$ cat src/rtl/prof_match_pkg.sv
`timescale 1ns/1ps
package prof_match_pkg;
  typedef enum logic [1:0] {
    OP_SEARCH = 2'b00,
    OP_STORE  = 2'b01,
    OP_CLEAR  = 2'b10,
    OP_NONE   = 2'b11
  } opKind_e;

  typedef struct packed {
    logic wrEn;
    logic invEn;
    logic lkEn;
  } arrStrobe_t;
endpackage

$ cat src/rtl/prof_match_ctrl.sv
`timescale 1ns/1ps
module prof_match_ctrl
  import prof_match_pkg::*;
#(
  parameter int ENTRIES = 16,
  parameter int LFSR_W  = 16,
  parameter logic [LFSR_W-1:0] LFSR_TAPS = 16'hB400,
  localparam int SLOT_W = (ENTRIES > 1) ? $clog2(ENTRIES) : 1
) (
  input  logic               clk,
  input  logic               rstN,
  input  logic               opValid,
  input  logic [1:0]         opKind,
  input  logic [ENTRIES-1:0] validVec,
  output arrStrobe_t         strobe,
  output logic [SLOT_W-1:0]  replSlot
);
  logic [LFSR_W-1:0] lfsrQ;
  logic [SLOT_W-1:0] randSlot;
  logic [SLOT_W-1:0] freeSlot;
  logic              anyFree;

  always_comb begin
    strobe = '0;
    if (opValid) begin
      unique case (opKind_e'(opKind))
        OP_SEARCH: strobe.lkEn  = 1'b1;
        OP_STORE:  strobe.wrEn  = 1'b1;
        OP_CLEAR:  strobe.invEn = 1'b1;
        default:   strobe = '0;
      endcase
    end
  end

  // Galois shift register, never zero once seeded
  always_ff @(posedge clk or negedge rstN) begin
    if (!rstN) lfsrQ <= LFSR_W'(1);
    else if (lfsrQ[0]) lfsrQ <= (lfsrQ >> 1) ^ LFSR_TAPS;
    else lfsrQ <= lfsrQ >> 1;
  end

  assign randSlot = SLOT_W'(lfsrQ % LFSR_W'(ENTRIES));

  always_comb begin
    anyFree  = 1'b0;
    freeSlot = '0;
    for (int i = ENTRIES - 1; i >= 0; i--) begin
      if (!validVec[i]) begin
        anyFree  = 1'b1;
        freeSlot = SLOT_W'(i);
      end
    end
  end

  assign replSlot = anyFree ? freeSlot : randSlot;

  p_one_op_r2: assert property (@(posedge clk) disable iff (!rstN)
    $onehot0({strobe.wrEn, strobe.invEn, strobe.lkEn}));

  p_repl_empty_r9: assert property (@(posedge clk) disable iff (!rstN)
    (validVec != {ENTRIES{1'b1}}) |-> !validVec[replSlot]);

  p_repl_range_r10: assert property (@(posedge clk) disable iff (!rstN)
    (validVec == {ENTRIES{1'b1}}) |-> (int'(replSlot) < ENTRIES));

  p_lfsr_alive_r10: assert property (@(posedge clk) disable iff (!rstN)
    lfsrQ != '0);
endmodule

$ cat src/rtl/prof_match_datapath.sv
`timescale 1ns/1ps
module prof_match_datapath
  import prof_match_pkg::*;
#(
  parameter int ENTRIES = 16,
  parameter int KEY_W   = 32,
  localparam int SLOT_W = (ENTRIES > 1) ? $clog2(ENTRIES) : 1
) (
  input  logic               clk,
  input  logic               rstN,
  input  arrStrobe_t         strobe,
  input  logic [SLOT_W-1:0]  slot,
  input  logic [KEY_W-1:0]   key,
  output logic [ENTRIES-1:0] validVec,
  output logic               rspValid,
  output logic               rspHit,
  output logic [SLOT_W-1:0]  rspSlot
);
  logic [KEY_W-1:0]   keyMem [ENTRIES];
  logic [ENTRIES-1:0] validQ;
  logic [ENTRIES-1:0] matchVec;
  logic               anyMatch;
  logic [SLOT_W-1:0]  firstMatch;

  for (genvar g = 0; g < ENTRIES; g++) begin : gEntry
    assign matchVec[g] = validQ[g] && (keyMem[g] == key);

    always_ff @(posedge clk) begin
      if (strobe.wrEn && (slot == SLOT_W'(g))) keyMem[g] <= key;
    end

    always_ff @(posedge clk or negedge rstN) begin
      if (!rstN) validQ[g] <= 1'b0;
      else if (slot == SLOT_W'(g)) begin
        if (strobe.wrEn) validQ[g] <= 1'b1;
        else if (strobe.invEn) validQ[g] <= 1'b0;
      end
    end
  end

  always_comb begin
    anyMatch   = 1'b0;
    firstMatch = '0;
    for (int i = ENTRIES - 1; i >= 0; i--) begin
      if (matchVec[i]) begin
        anyMatch   = 1'b1;
        firstMatch = SLOT_W'(i);
      end
    end
  end

  always_ff @(posedge clk or negedge rstN) begin
    if (!rstN) begin
      rspValid <= 1'b0;
      rspHit   <= 1'b0;
      rspSlot  <= '0;
    end else begin
      rspValid <= strobe.lkEn;
      if (strobe.lkEn) begin
        rspHit  <= anyMatch;
        rspSlot <= firstMatch;
      end
    end
  end

  assign validVec = validQ;

  p_latency_r3: assert property (@(posedge clk) disable iff (!rstN)
    strobe.lkEn |=> rspValid);

  p_no_spurious_r3: assert property (@(posedge clk) disable iff (!rstN)
    !strobe.lkEn |=> !rspValid);

  p_hit_key_r4: assert property (@(posedge clk) disable iff (!rstN)
    (rspValid && rspHit) |-> (validQ[rspSlot] && keyMem[rspSlot] == $past(key)));

  p_store_valid_r4: assert property (@(posedge clk) disable iff (!rstN)
    strobe.wrEn |=> validQ[$past(slot)]);

  p_clear_empty_r6: assert property (@(posedge clk) disable iff (!rstN)
    strobe.invEn |=> !validQ[$past(slot)]);

  p_miss_slot_r7: assert property (@(posedge clk) disable iff (!rstN)
    (rspValid && !rspHit) |-> (rspSlot == '0));
endmodule

$ cat src/rtl/prof_match_array.sv
`timescale 1ns/1ps
module prof_match_array
  import prof_match_pkg::*;
#(
  parameter int ENTRIES = 16,
  parameter int KEY_W   = 32,
  localparam int SLOT_W = (ENTRIES > 1) ? $clog2(ENTRIES) : 1
) (
  input  logic              clk,
  input  logic              rstN,
  input  logic              opValid,
  input  logic [1:0]        opKind,
  input  logic [SLOT_W-1:0] opSlot,
  input  logic [KEY_W-1:0]  opKey,
  output logic              rspValid,
  output logic              rspHit,
  output logic [SLOT_W-1:0] rspSlot,
  output logic [SLOT_W-1:0] replSlot
);
  arrStrobe_t         strobe;
  logic [ENTRIES-1:0] validVec;

  prof_match_ctrl #(.ENTRIES(ENTRIES)) uCtrl (
    .clk(clk), .rstN(rstN), .opValid(opValid), .opKind(opKind),
    .validVec(validVec), .strobe(strobe), .replSlot(replSlot)
  );

  prof_match_datapath #(.ENTRIES(ENTRIES), .KEY_W(KEY_W)) uData (
    .clk(clk), .rstN(rstN), .strobe(strobe), .slot(opSlot), .key(opKey),
    .validVec(validVec), .rspValid(rspValid), .rspHit(rspHit), .rspSlot(rspSlot)
  );
endmodule

$ cat config.mk
export PLATFORM = sky130hd
export DESIGN_NAME = prof_match_array
export DESIGN_NICKNAME = d
export VERILOG_FILES = /design/src/rtl/prof_match_pkg.sv /design/src/rtl/prof_match_ctrl.sv /design/src/rtl/prof_match_datapath.sv /design/src/rtl/prof_match_array.sv
export SDC_FILE = /design/constraint.sdc
export NUM_CORES = 1
export LEC_CHECK = 0
export BUFFER_PORTS_ARGS = -buffer_cell sky130_fd_sc_hd__buf_2
export CELL_PAD_IN_SITES_DETAIL_PLACEMENT = 1
export CELL_PAD_IN_SITES_GLOBAL_PLACEMENT = 2
export CORE_ASPECT_RATIO = 1.1
export CORE_MARGIN = 4
export CORE_UTILIZATION = 51
export CTS_CLUSTER_DIAMETER = 100
export DETAILED_ROUTE_END_ITERATION = 7
export PLACE_DENSITY = 0.95
export SLEW_MARGIN = 20
export SYNTH_ARGS = -nofsm -noshare
export SYNTH_HDL_FRONTEND = slang
export SYNTH_SLANG_ARGS = --single-unit
$ cat constraint.sdc
create_clock -name clk -period 4.8 [get_ports clk]
set_clock_uncertainty 0.15 [all_clocks]
set_input_delay 0.72 -clock clk [delete_from_list [all_inputs] [get_ports clk]]
set_output_delay 0.72 -clock clk [all_outputs]
set_load 0.1 [all_outputs]
==> results of run 1 <==
-- sequential cells by signal, indices dropped and copies added, names as in the netlist --
signal          cells
uCtrl.lfsrQ        16
uData.keyMem      512
uData.rspHit        1
uData.rspSlot       4
uData.rspValid      1
uData.validVec     16
-- metrics by stage --
step	total power, mW	hold slack (ns)	instances	setup WS, ns
2_1_floorplan	5.84	0.181	1473	0.785
3_3_place_gp	6.11	0.184	2114	0.961
3_5_place_dp	6.15	0.188	2114	0.871
4_1_cts	10.4	0.127	2212	1.35
5_1_grt	10.7	0.179	2212	1.19
6_report	10.4	0.0908	2212	1.38
-- synthesized netlist by cell type (all sizes together) --
master / count
clkbuf: 5
nand2b: 5
a2111oi: 1
o31ai: 2
and3b: 2
a32o: 1
o21a: 1
nand4: 60
nor3: 18
dfrtp: 37
xnor2: 194
nor4: 80
o32a: 1
or4: 10
nor2: 26
nor2b: 4
or2: 3
o21ai: 42
a22oi: 1
o21bai: 1
nand3: 26
nor3b: 2
and3: 1
buf: 63
xor2: 318
nand2: 32
o211ai: 2
edfxtp: 512
inv: 8
or3: 1
a31oi: 3
a21oi: 4
a21boi: 4
o41ai: 2
dfstp: 1
-- logic make-up after synthesis --
family	after synthesis	synth area share (%)
compound gates	65	1.68
xor+xnor	512	19.2
buf+inv	76	2.60
flops	550	69.9
simple gates	270	6.57
-- worst min path at each step --
stage	slack [ns]	from	cells past startpoint	to
5_1_grt	0.18	rstN	1	uData.validVec[6]$_DFFE_PN0P_
6_report	0.09	rstN	1	uData.validVec[6]$_DFFE_PN0P_
3_3_place_gp	0.18	uCtrl.lfsrQ[15]$_DFF_PN0_	0	uCtrl.lfsrQ[14]$_DFF_PN0_
3_5_place_dp	0.19	uCtrl.lfsrQ[5]$_DFF_PN0_	0	uCtrl.lfsrQ[4]$_DFF_PN0_
2_1_floorplan	0.18	uCtrl.lfsrQ[12]$_DFF_PN0_	0	uCtrl.lfsrQ[11]$_DFF_PN0_
4_1_cts	0.13	rstN	1	uData.validVec[14]$_DFFE_PN0P_
-- power by group through the flow --
stage	registers, mW	clock network (mW)	logic (mW)
floorplan	5.45	0	0.391
global placement	5.46	0	0.647
detailed placement	5.47	0	0.682
CTS	5.37	4.36	0.697
global route	5.37	4.56	0.738
finish	5.37	4.31	0.699
-- area by class of cell --
cell class / instances / area, um2 / area share (%)
multi-input cells: 847 / 6450 / 24.6
inverters: 8 / 30.0 / 0.115
repair buffers: 128 / 873 / 3.34
well taps: 581 / 727 / 2.78
clock buffers: 69 / 1470 / 5.62
flip-flops and latches: 550 / 16300 / 62.4
clock inverters: 29 / 288 / 1.10
-- worst register-to-register path, cell delays in order (launching register included) --
cell	delay [ns]
edfxtp_1	0.39
xor2_1	0.22
nor4_1	0.54
nand4_1	0.23
nor4_1	0.58
a31oi_1	0.14
o21bai_1	0.26
a31oi_1	0.13
o31ai_2	0.21
-- per-layer routing --
layer  global-route usage, %  vias to the layer above  part of all wire, %
met5                       0                        -                0.040
met2                    46.4                      708                   49
met4                    11.0                        4                  4.0
li1                        -                     5595                    -
met1                    36.5                     6974                   38
met3                    4.52                      148                  8.0
==> flow_metrics.tcl, run 1 <==
set metrics [dict create \
    status "completed" \
    netlist_instances 1473 \
    maxCapViolCount 0 \
    cp_cell_sequence "o21ai_0 -> a21boi_0 -> o21ai_0 -> a21boi_0 -> o21ai_0 -> a21boi_0 -> o21ai_0 -> buf_2" \
    final_common_cell "edfxtp_1" \
    drv_slew 0 \
    io_pins 51 \
    arrival_ns 2.55 \
    die_w_um 212 \
    cts_tree "built" \
    gp_congestion 0.914 \
    antenna_cells 0 \
    finish.utilization_pct 58.3 \
    cp-end-kind "primary output" \
    finalSetupTns_ns 0 \
    std_cell_rows 81 \
    p_sw_mw 2.40 \
    dr.first_iter.drc_count 1652 \
    yosysTopAreaCell "edfxtp_1" \
    fin_area_um2 26200 \
    relSlewSlack_pct 38.7 \
    initial_core_util_pct 52.0 \
    internal_power_mw 7.98 \
    die_height_um 232 \
    num-fill-cells 4164 \
    place_area_um2 24400 \
    antenna_found_initial 3 \
    drive_above_1_share_pct 14.2 \
    crit_required_ns 3.93 \
    crit_path_end "replSlot[0]" \
    crit_fanout 5 \
    peakVddDrop_mv 0.284 \
    firstDrtPassIters 5 \
    timing.fmax_mhz 292 \
    final_net_count 1630 \
    startpoint_type "register" \
    worst_pin_slew_ns 0.919 \
    cts_max_level 2 \
    critPathLaunch "uData.validVec[15]$_DFFE_PN0P_" \
    syn-num-nets 1514 \
    rr_startpoint "uData.keyMem[14][13]$_DFFE_PP_" \
    cpMostUsedCell "o21ai_0" \
    first_global_vias 14350 \
    cts_resized 0 \
    area_delta_synth_final_pct 12.1 \
    crit_cells 8 \
    postCtsSetupBuffers 0 \
    most-common-layout-cells "512 x edfxtp_1, 318 x xor2_1, 194 x xnor2_1, 79 x nor4_1, 75 x buf_4" \
    cp_slowest_cell "dfrtp_1" \
    seq_area_frac_synth_pct 69.9 \
    ant_nets 0 \
    powerDensity_nw_per_um2 397 \
    num_vias 13429 \
    wl_per_cell_um 30.7 \
    hp-class "in -> async" \
    worstSkewPairLatency_ns 0.61 \
    numPortBuffers 50 \
    worstRegToRegCells 8 \
    clkTransAtPathRegs_ns 0.06 \
    dieArea_um2 49300 \
    worst_r2r_endpoint "uData.rspSlot[1]$_DFFE_PN0P_" \
    slowest_delay_ns 0.49 \
    rsz0062_at_grt "no" \
    setup_violations 0 \
    fin_crit_sh_pct 71.3 \
    overflow 0 \
    hpwl_mm 42.4 \
    netlist_area_um2 23300 \
    postCtsHoldBufs 0 \
    ys_warn_count 0 \
    syn_avg_cell_area_um2 15.8 \
    crit_family "compound AO/OA/AOI/OAI gates" \
    finalHoldViolations 0 \
    pwr-share-seq_pct 51.7 \
    synth_seq_cells 550 \
    grt_start_max_net_pins 39 \
    cts-root-buf "clkbuf_16" \
    switching_share_pct 23.1 \
    grt_pass1_wl_mm 98.5 \
    routed_wl_mm 67.9 \
    core_um2 44900 \
    cts_made_buffers 54 \
    synthTopCellsByArea "edfxtp_1 66%, xor2_1 12%, xnor2_1 7.3%" \
    clkPwrFrac_pct 41.6 \
    grt.total_usage_pct 27.7 \
    cts_buffer_depth 3 \
    synth_top_area_share_pct 65.9 \
    total_leakage_power_nw 8.75 \
    fin_crit_ns 3.42 \
    crit_buf_inv 1 \
    p_comb_share_pct 6.7 \
    r2r_setup_slack_ns 1.85 \
    cts_sinks 550 \
    crit_type "reg -> out" \
    route.detailed.drc 0 \
    yosys.cell_types.count 46 \
    routed_via_density 6.07 \
]
(Power assumes the default switching activity.)
==> run 2: changes to the inputs <==
- CORE_UTILIZATION: 51 -> 47
- PLACE_DENSITY: 0.95 -> 0.89
- clock period: 4.8 -> 3.3 ns (I/O delays scaled with it)
==> run 2 against run 1 <==
Compared with the run above: non-clock buffer count up 43; utilization decreased by 3.6 points; count of clock-buffer cells in the layout is 3 higher; sequential cell count stayed put; sequential share of layout area shrank 1.5 points; design area increased by 2.4%; via count is 0.36% lower.
==> flow_metrics.tcl, run 2 (same netlist as run 1, synthesis figures left out) <==
set metrics [dict create \
    status "completed" \
    core_um2 49000 \
    fin_crit_ns 3.11 \
    grt_pass1_wl_mm 96.6 \
    fin_total_pwr_mw 15.0 \
    die_w_um 220 \
    route.detailed.drc 0 \
    slowest_delay_ns 0.43 \
    hp-start "opKey[22]" \
    initial_core_util_pct 47.6 \
    cts_made_buffers 55 \
    postCtsSetupBuffers 0 \
    clkTransAtPathRegs_ns 0.06 \
    crit_fanout 5 \
    crit_buf_inv 2 \
    fin_area_um2 26800 \
    grt_start_max_net_pins 39 \
    cts_sinks 550 \
    clkPwrFrac_pct 40.8 \
    finish.utilization_pct 54.7 \
    overflow 0 \
    top_register "uData.keyMem" \
    r2r_setup_slack_ns 0.26 \
    ant_nets 0 \
    startpoint_type "register" \
    std_cell_rows 85 \
    relSlewSlack_pct 40.6 \
    num-fill-cells 4549 \
    finalSetupTns_ns 0 \
    p_comb_share_pct 7.2 \
    hpwl_mm 43.7 \
    die_height_um 242 \
    largest_reg_flops 512 \
    most-common-layout-cells "512 x edfxtp_1, 318 x xor2_1, 194 x xnor2_1, 100 x buf_4, 79 x nor4_1" \
    fin_crit_sh_pct 94.3 \
    final_common_cell "edfxtp_1" \
    hold_depth 1 \
    hp-class "in -> reg" \
    num_vias 13381 \
    wl_per_cell_um 28.5 \
    cts_buffer_depth 3 \
    powerDensity_nw_per_um2 560 \
    finalHoldViolations 0 \
    worst_r2r_endpoint "uData.rspSlot[1]$_DFFE_PN0P_" \
    io_pins 51 \
    routed_wl_mm 66.3 \
    gp_congestion 0.869 \
    pwr-share-seq_pct 52.0 \
    holdWs_ns 0.0782 \
    rsz0062_at_grt "no" \
    antenna_found_initial 3 \
    firstDrtPassIters 5 \
    fin_cells 2329 \
    first_global_vias 14364 \
    place_area_um2 25000 \
    cts_tree "built" \
    p_sw_mw 3.46 \
    setup_violations 0 \
    drive_above_1_share_pct 16.3 \
    grt.total_usage_pct 24.8 \
    worstSkewPairLatency_ns 0.62 \
    dieArea_um2 53300 \
    worst_pin_slew_ns 0.891 \
    switching_share_pct 23.1 \
    numPortBuffers 50 \
    cts_max_level 2 \
    cp_cell_sequence "inv_1 -> o21ai_0 -> a21boi_0 -> o21ai_0 -> a21boi_0 -> o21ai_0 -> a21boi_0 -> o21ai_1 -> buf_4" \
    drv_slew 0 \
    crit_family "compound AO/OA/AOI/OAI gates" \
    worst_slack_ns 0.188 \
    crit_required_ns 2.65 \
    internal_power_mw 11.5 \
    timing.fmax_mhz 321 \
    crit_type "reg -> out" \
    final_net_count 1674 \
    cp-end-kind "primary output" \
    area_delta_synth_final_pct 14.8 \
    arrival_ns 2.47 \
    routed_via_density 5.75 \
    post-place-ws_ns -0.212 \
    maxCapViolCount 0 \
    dr.first_iter.drc_count 1354 \
    total_leakage_power_nw 9.02 \
    holdPathEnd "uData.keyMem[6][22]$_DFFE_PP_" \
    cts-root-buf "clkbuf_16" \
    peakVddDrop_mv 0.442 \
    worstRegToRegCells 8 \
    cp_slowest_cell "dfrtp_1" \
    rr_startpoint "uData.keyMem[13][26]$_DFFE_PP_" \
    placed_cells 2227 \
]
## run 2: power by group through the flow
stage	Clock, mW	Sequential, mW	Combinational, mW
after floorplan	0	7.92	0.569
after global placement	0	7.93	1.01
after detailed placement	0	7.94	1.07
after CTS	6.21	7.79	1.08
after global routing	6.52	7.80	1.14
final	6.12	7.80	1.08
## run 2: final cells by class
class / count / area (um2) / share of cell area, %
Multi-Input combinational cell: 847 / 6450 / 24.1
Clock inverter: 28 / 256 / 0.957
Tap cell: 652 / 816 / 3.04
Inverter: 8 / 30.0 / 0.112
Timing Repair Buffer: 171 / 1430 / 5.32
Antenna cell: 1 / 2.50 / 0.00934
Clock buffer: 72 / 1480 / 5.53
Sequential cell: 550 / 16300 / 60.9
## run 2: metal layers
| metal | up-vias | wire length (um) | global-route usage [%] |
|---|---|---|---|
| met4 | 2 | 2990 | 9.99 |
| met5 | - | 19 | 0 |
| met3 | 159 | 4780 | 4.93 |
| met1 | 6940 | 25600 | 32.1 |
| li1 | 5705 | - | - |
| met2 | 575 | 32900 | 41.3 |
## run 2: timing repair
item,CTS,global route
endpoints found under the hold margin,37,0
hold buffers,1,0
gates resized for setup,0,2
setup endpoints to repair,0,1
## run 2: how the worst max path moves through the flow
stage	end	startpoint	slack (ns)	cells after the start
6_report	replSlot[0]	uData.validVec[14]$_DFFE_PN0P_	0.19	9
5_1_grt	replSlot[0]	uData.validVec[14]$_DFFE_PN0P_	0.03	9
4_1_cts	replSlot[0]	uData.validVec[14]$_DFFE_PN0P_	0.04	9
3_5_place_dp	uData.rspSlot[1]$_DFFE_PN0P_	opKey[5]	-0.21	9
2_1_floorplan	replSlot[0]	uData.validVec[14]$_DFFE_PN0P_	0.26	8
3_3_place_gp	uData.rspSlot[0]$_DFFE_PN0P_	opKey[5]	-0.1	10
## run 2: worst reg2reg max path, cell delays in order, from the launching register on
cell and delay [ns]:
edfxtp_1 0.43, xor2_1 0.18, nor4_1 0.76, nand4_1 0.23, or4_4 0.63, nand2_1 0.08
o21bai_1 0.07, a31oi_1 0.28, o31ai_2 0.10
==> run 3: changes to the inputs <==
- ABC_AREA: default -> 1
- CORE_UTILIZATION: 47 -> 44
- PLACE_DENSITY: 0.89 -> 0.9
==> run 3 against run 2 <==
Compared with the run above: critical path depth rose by 1; sequential cell count did not move; count of clock-buffer cells in the layout grew 5; worst setup slack worse by 0.081 ns; largest cell class unchanged; non-clock buffer count up 53; critical path type unchanged; global-route usage up 5.6 points; design area grew 5.3%; maximum frequency is 2.5% lower; total power is 4.1% higher; routed wire length up 35%; synthesized cell count up 35%; register-to-register slack got worse by 0.07 ns.
==> flow_metrics.tcl, run 3 <==
set metrics [dict create \
    status "completed" \
    numPortBuffers 50 \
    cp-end-kind "primary output" \
    hp-class "in -> reg" \
    cts_buffer_depth 3 \
    cts-root-buf "clkbuf_16" \
    maxCapViolCount 0 \
    antenna_found_initial 1 \
    gp_congestion 0.961 \
    final_net_count 2232 \
    post-place-ws_ns -0.129 \
    timing.fmax_mhz 313 \
    netlist_instances 1984 \
    postCtsSetupBuffers 0 \
    finalHoldViolations 0 \
    ant_nets 0 \
    switching_share_pct 24.0 \
    most-common-layout-cells "512 x edfxtp_1, 420 x nand2_1, 150 x buf_4, 123 x inv_1, 123 x o21ai_0" \
    crit_fanout 4 \
    wl_per_cell_um 30.3 \
    ys.flop_type "edfxtp_1" \
    drive_above_1_share_pct 17.4 \
    synth_edf_count 512 \
    worst_slack_ns 0.107 \
    cts_max_level 2 \
    overflow 0 \
    total_leakage_power_nw 10.3 \
    p_comb_share_pct 8.2 \
    p_sw_mw 3.75 \
    relSlewSlack_pct 45.4 \
    yosys-top-cells-count "512 x edfxtp_1, 420 x nand2_1, 135 x nor2_1" \
    worst_pin_slew_ns 0.819 \
    fin_total_pwr_mw 15.6 \
    routed_via_density 6.08 \
    std_cell_rows 89 \
    num_vias 18034 \
    synthArstFlopShare_pct 6.91 \
    netlist_area_um2 24000 \
    synth_top_area_share_pct 64.0 \
    slowest_delay_ns 0.49 \
    die_w_um 231 \
    worstSkewPairLatency_ns 0.63 \
    finish.utilization_pct 52.4 \
    cts_sinks 550 \
    internal_power_mw 11.9 \
    area_delta_synth_final_pct 17.4 \
    pwr-share-seq_pct 49.8 \
    cp_cell_sequence "o21ai_0 -> a21oi_1 -> o21ai_0 -> a21oi_1 -> o21ai_0 -> a21boi_0 -> o21ai_0 -> nand2_1 -> nand2_1 -> clkbuf_4" \
    synth_seq_cells 550 \
    first_global_vias 19011 \
    die_height_um 253 \
    yosys.cell_types.count 52 \
    startpoint_type "register" \
    rsz0062_at_grt "no" \
    yosysMostFrequentCell "edfxtp_1" \
    peakVddDrop_mv 0.406 \
    initial_core_util_pct 44.7 \
    powerDensity_nw_per_um2 554 \
    yosysTopAreaCell "edfxtp_1" \
    grt_pass1_wl_mm 128 \
    firstDrtPassIters 5 \
    final_common_cell "edfxtp_1" \
    crit_type "reg -> out" \
    top_register "uData.keyMem" \
    cp_slowest_cell "dfrtp_1" \
    grt.total_usage_pct 30.4 \
    fin_crit_ns 3.19 \
    drv_slew 0 \
    hpwl_mm 61.4 \
    io_pins 51 \
    cts_made_buffers 57 \
    dieArea_um2 58400 \
    arrival_ns 2.55 \
    setup_violations 0 \
    cpMostUsedCell "o21ai_0" \
    crit_required_ns 2.65 \
    routed_wl_mm 89.8 \
    largest_reg_flops 512 \
    seq_area_frac_synth_pct 68.0 \
    ys_warn_count 0 \
    dr.first_iter.drc_count 2301 \
    core_um2 53800 \
    grt_start_max_net_pins 39 \
    cts_tree "built" \
    clkTransAtPathRegs_ns 0.06 \
    finalSetupTns_ns 0 \
    num-fill-cells 5510 \
    synthTopCellsByArea "edfxtp_1 64%, nand2_1 6.6%, xnor2_1 4.1%" \
    fin_crit_sh_pct 96.7 \
    syn_avg_cell_area_um2 12.1 \
    route.detailed.drc 0 \
    clkPwrFrac_pct 41.9 \
    fin_cells 2965 \
    placed_cells 2856 \
    syn-num-nets 2025 \
]
==> run 3: cell type report <==
class	instances	area (um2)	share of cell area (%)
Clock inverter	27	268	0.949
Timing Repair Buffer	224	1840	6.51
Multi-Input combinational cell	1212	6700	23.8
Tap cell	728	911	3.23
Sequential cell	550	16300	57.9
Inverter	146	551	1.95
Clock buffer	77	1600	5.68
Antenna cell	1	2.50	0.00887
==> run 3: kinds of logic after synthesis <==
family	count (synthesis)	synth area share, %
compound gates	308	8.17
flops	550	68.0
xor+xnor	170	6.20
simple gates	734	13.2
buf+inv	222	4.45
==> run 3: stage by stage <==
| step | hold slack [ns] | cell area (um2) |
|---|---|---|
| after floorplan | 0.0494 | 24000 |
| after detailed placement | 0.187 | 26300 |
| after global placement | 0.187 | 26300 |
| final | 0.0249 | 28200 |
| after CTS | 0.00858 | 28200 |
| after global routing | 0.0230 | 28200 |
==> run 3: worst max-delay path: cells and delay by family (launching register included) <==
| family | cells | cell delay, ns |
|---|---|---|
| flops | 1 | 0.49 |
| simple gates | 2 | 0.14 |
| compound gates | 7 | 0.97 |
| buf+inv | 1 | 0.32 |
==> run 3: repair_timing <==
item,CTS,global route
hold buffers,4,0
resized for setup,1,3
pin swaps,0,0
hold endpoints to repair,39,0
endpoints found under the setup margin,1,3
==> run 3: path summary, 6_finish.rpt <==
path / start / to / slack, ns / cells after the start
max in group asynchronous: rstN / uData.validVec[11]$_DFFE_PN0P_ / 2.08 / 2
worst min-delay path: opKey[26] / uData.keyMem[7][26]$_DFFE_PP_ / 0.02 / 1
worst min register to register: uCtrl.lfsrQ[10]$_DFF_PN0_ / uCtrl.lfsrQ[9]$_DFF_PN0_ / 0.20 / 0
worst max register to register: uData.keyMem[4][0]$_DFFE_PP_ / uData.rspSlot[2]$_DFFE_PN0P_ / 0.19 / 14
worst max-delay path: uData.validVec[15]$_DFFE_PN0P_ / replSlot[0] / 0.11 / 10
min in group asynchronous: rstN / uData.rspHit$_DFFE_PN0P_ / 0.35 / 2
==> run 3: routing by layer <==
metal | vias to the layer above | global-route usage, % | share of wire (%)
met3 | 309 | 6.12 | 9.9
met1 | 9133 | 37.4 | 36
met4 | 2 | 18.3 | 7.2
met2 | 1114 | 49.9 | 47
met5 | - | 0 | 0.012
li1 | 7476 | - | -
==> run 3: power groups by stage <==
stage | registers (mW) | clock network [mW] | logic (mW)
CTS | 7.78 | 6.61 | 1.26
detailed placement | 7.92 | 0 | 1.24
global placement | 7.92 | 0 | 1.20
global route | 7.78 | 6.92 | 1.33
floorplan | 7.90 | 0 | 0.543
finish | 7.78 | 6.55 | 1.28
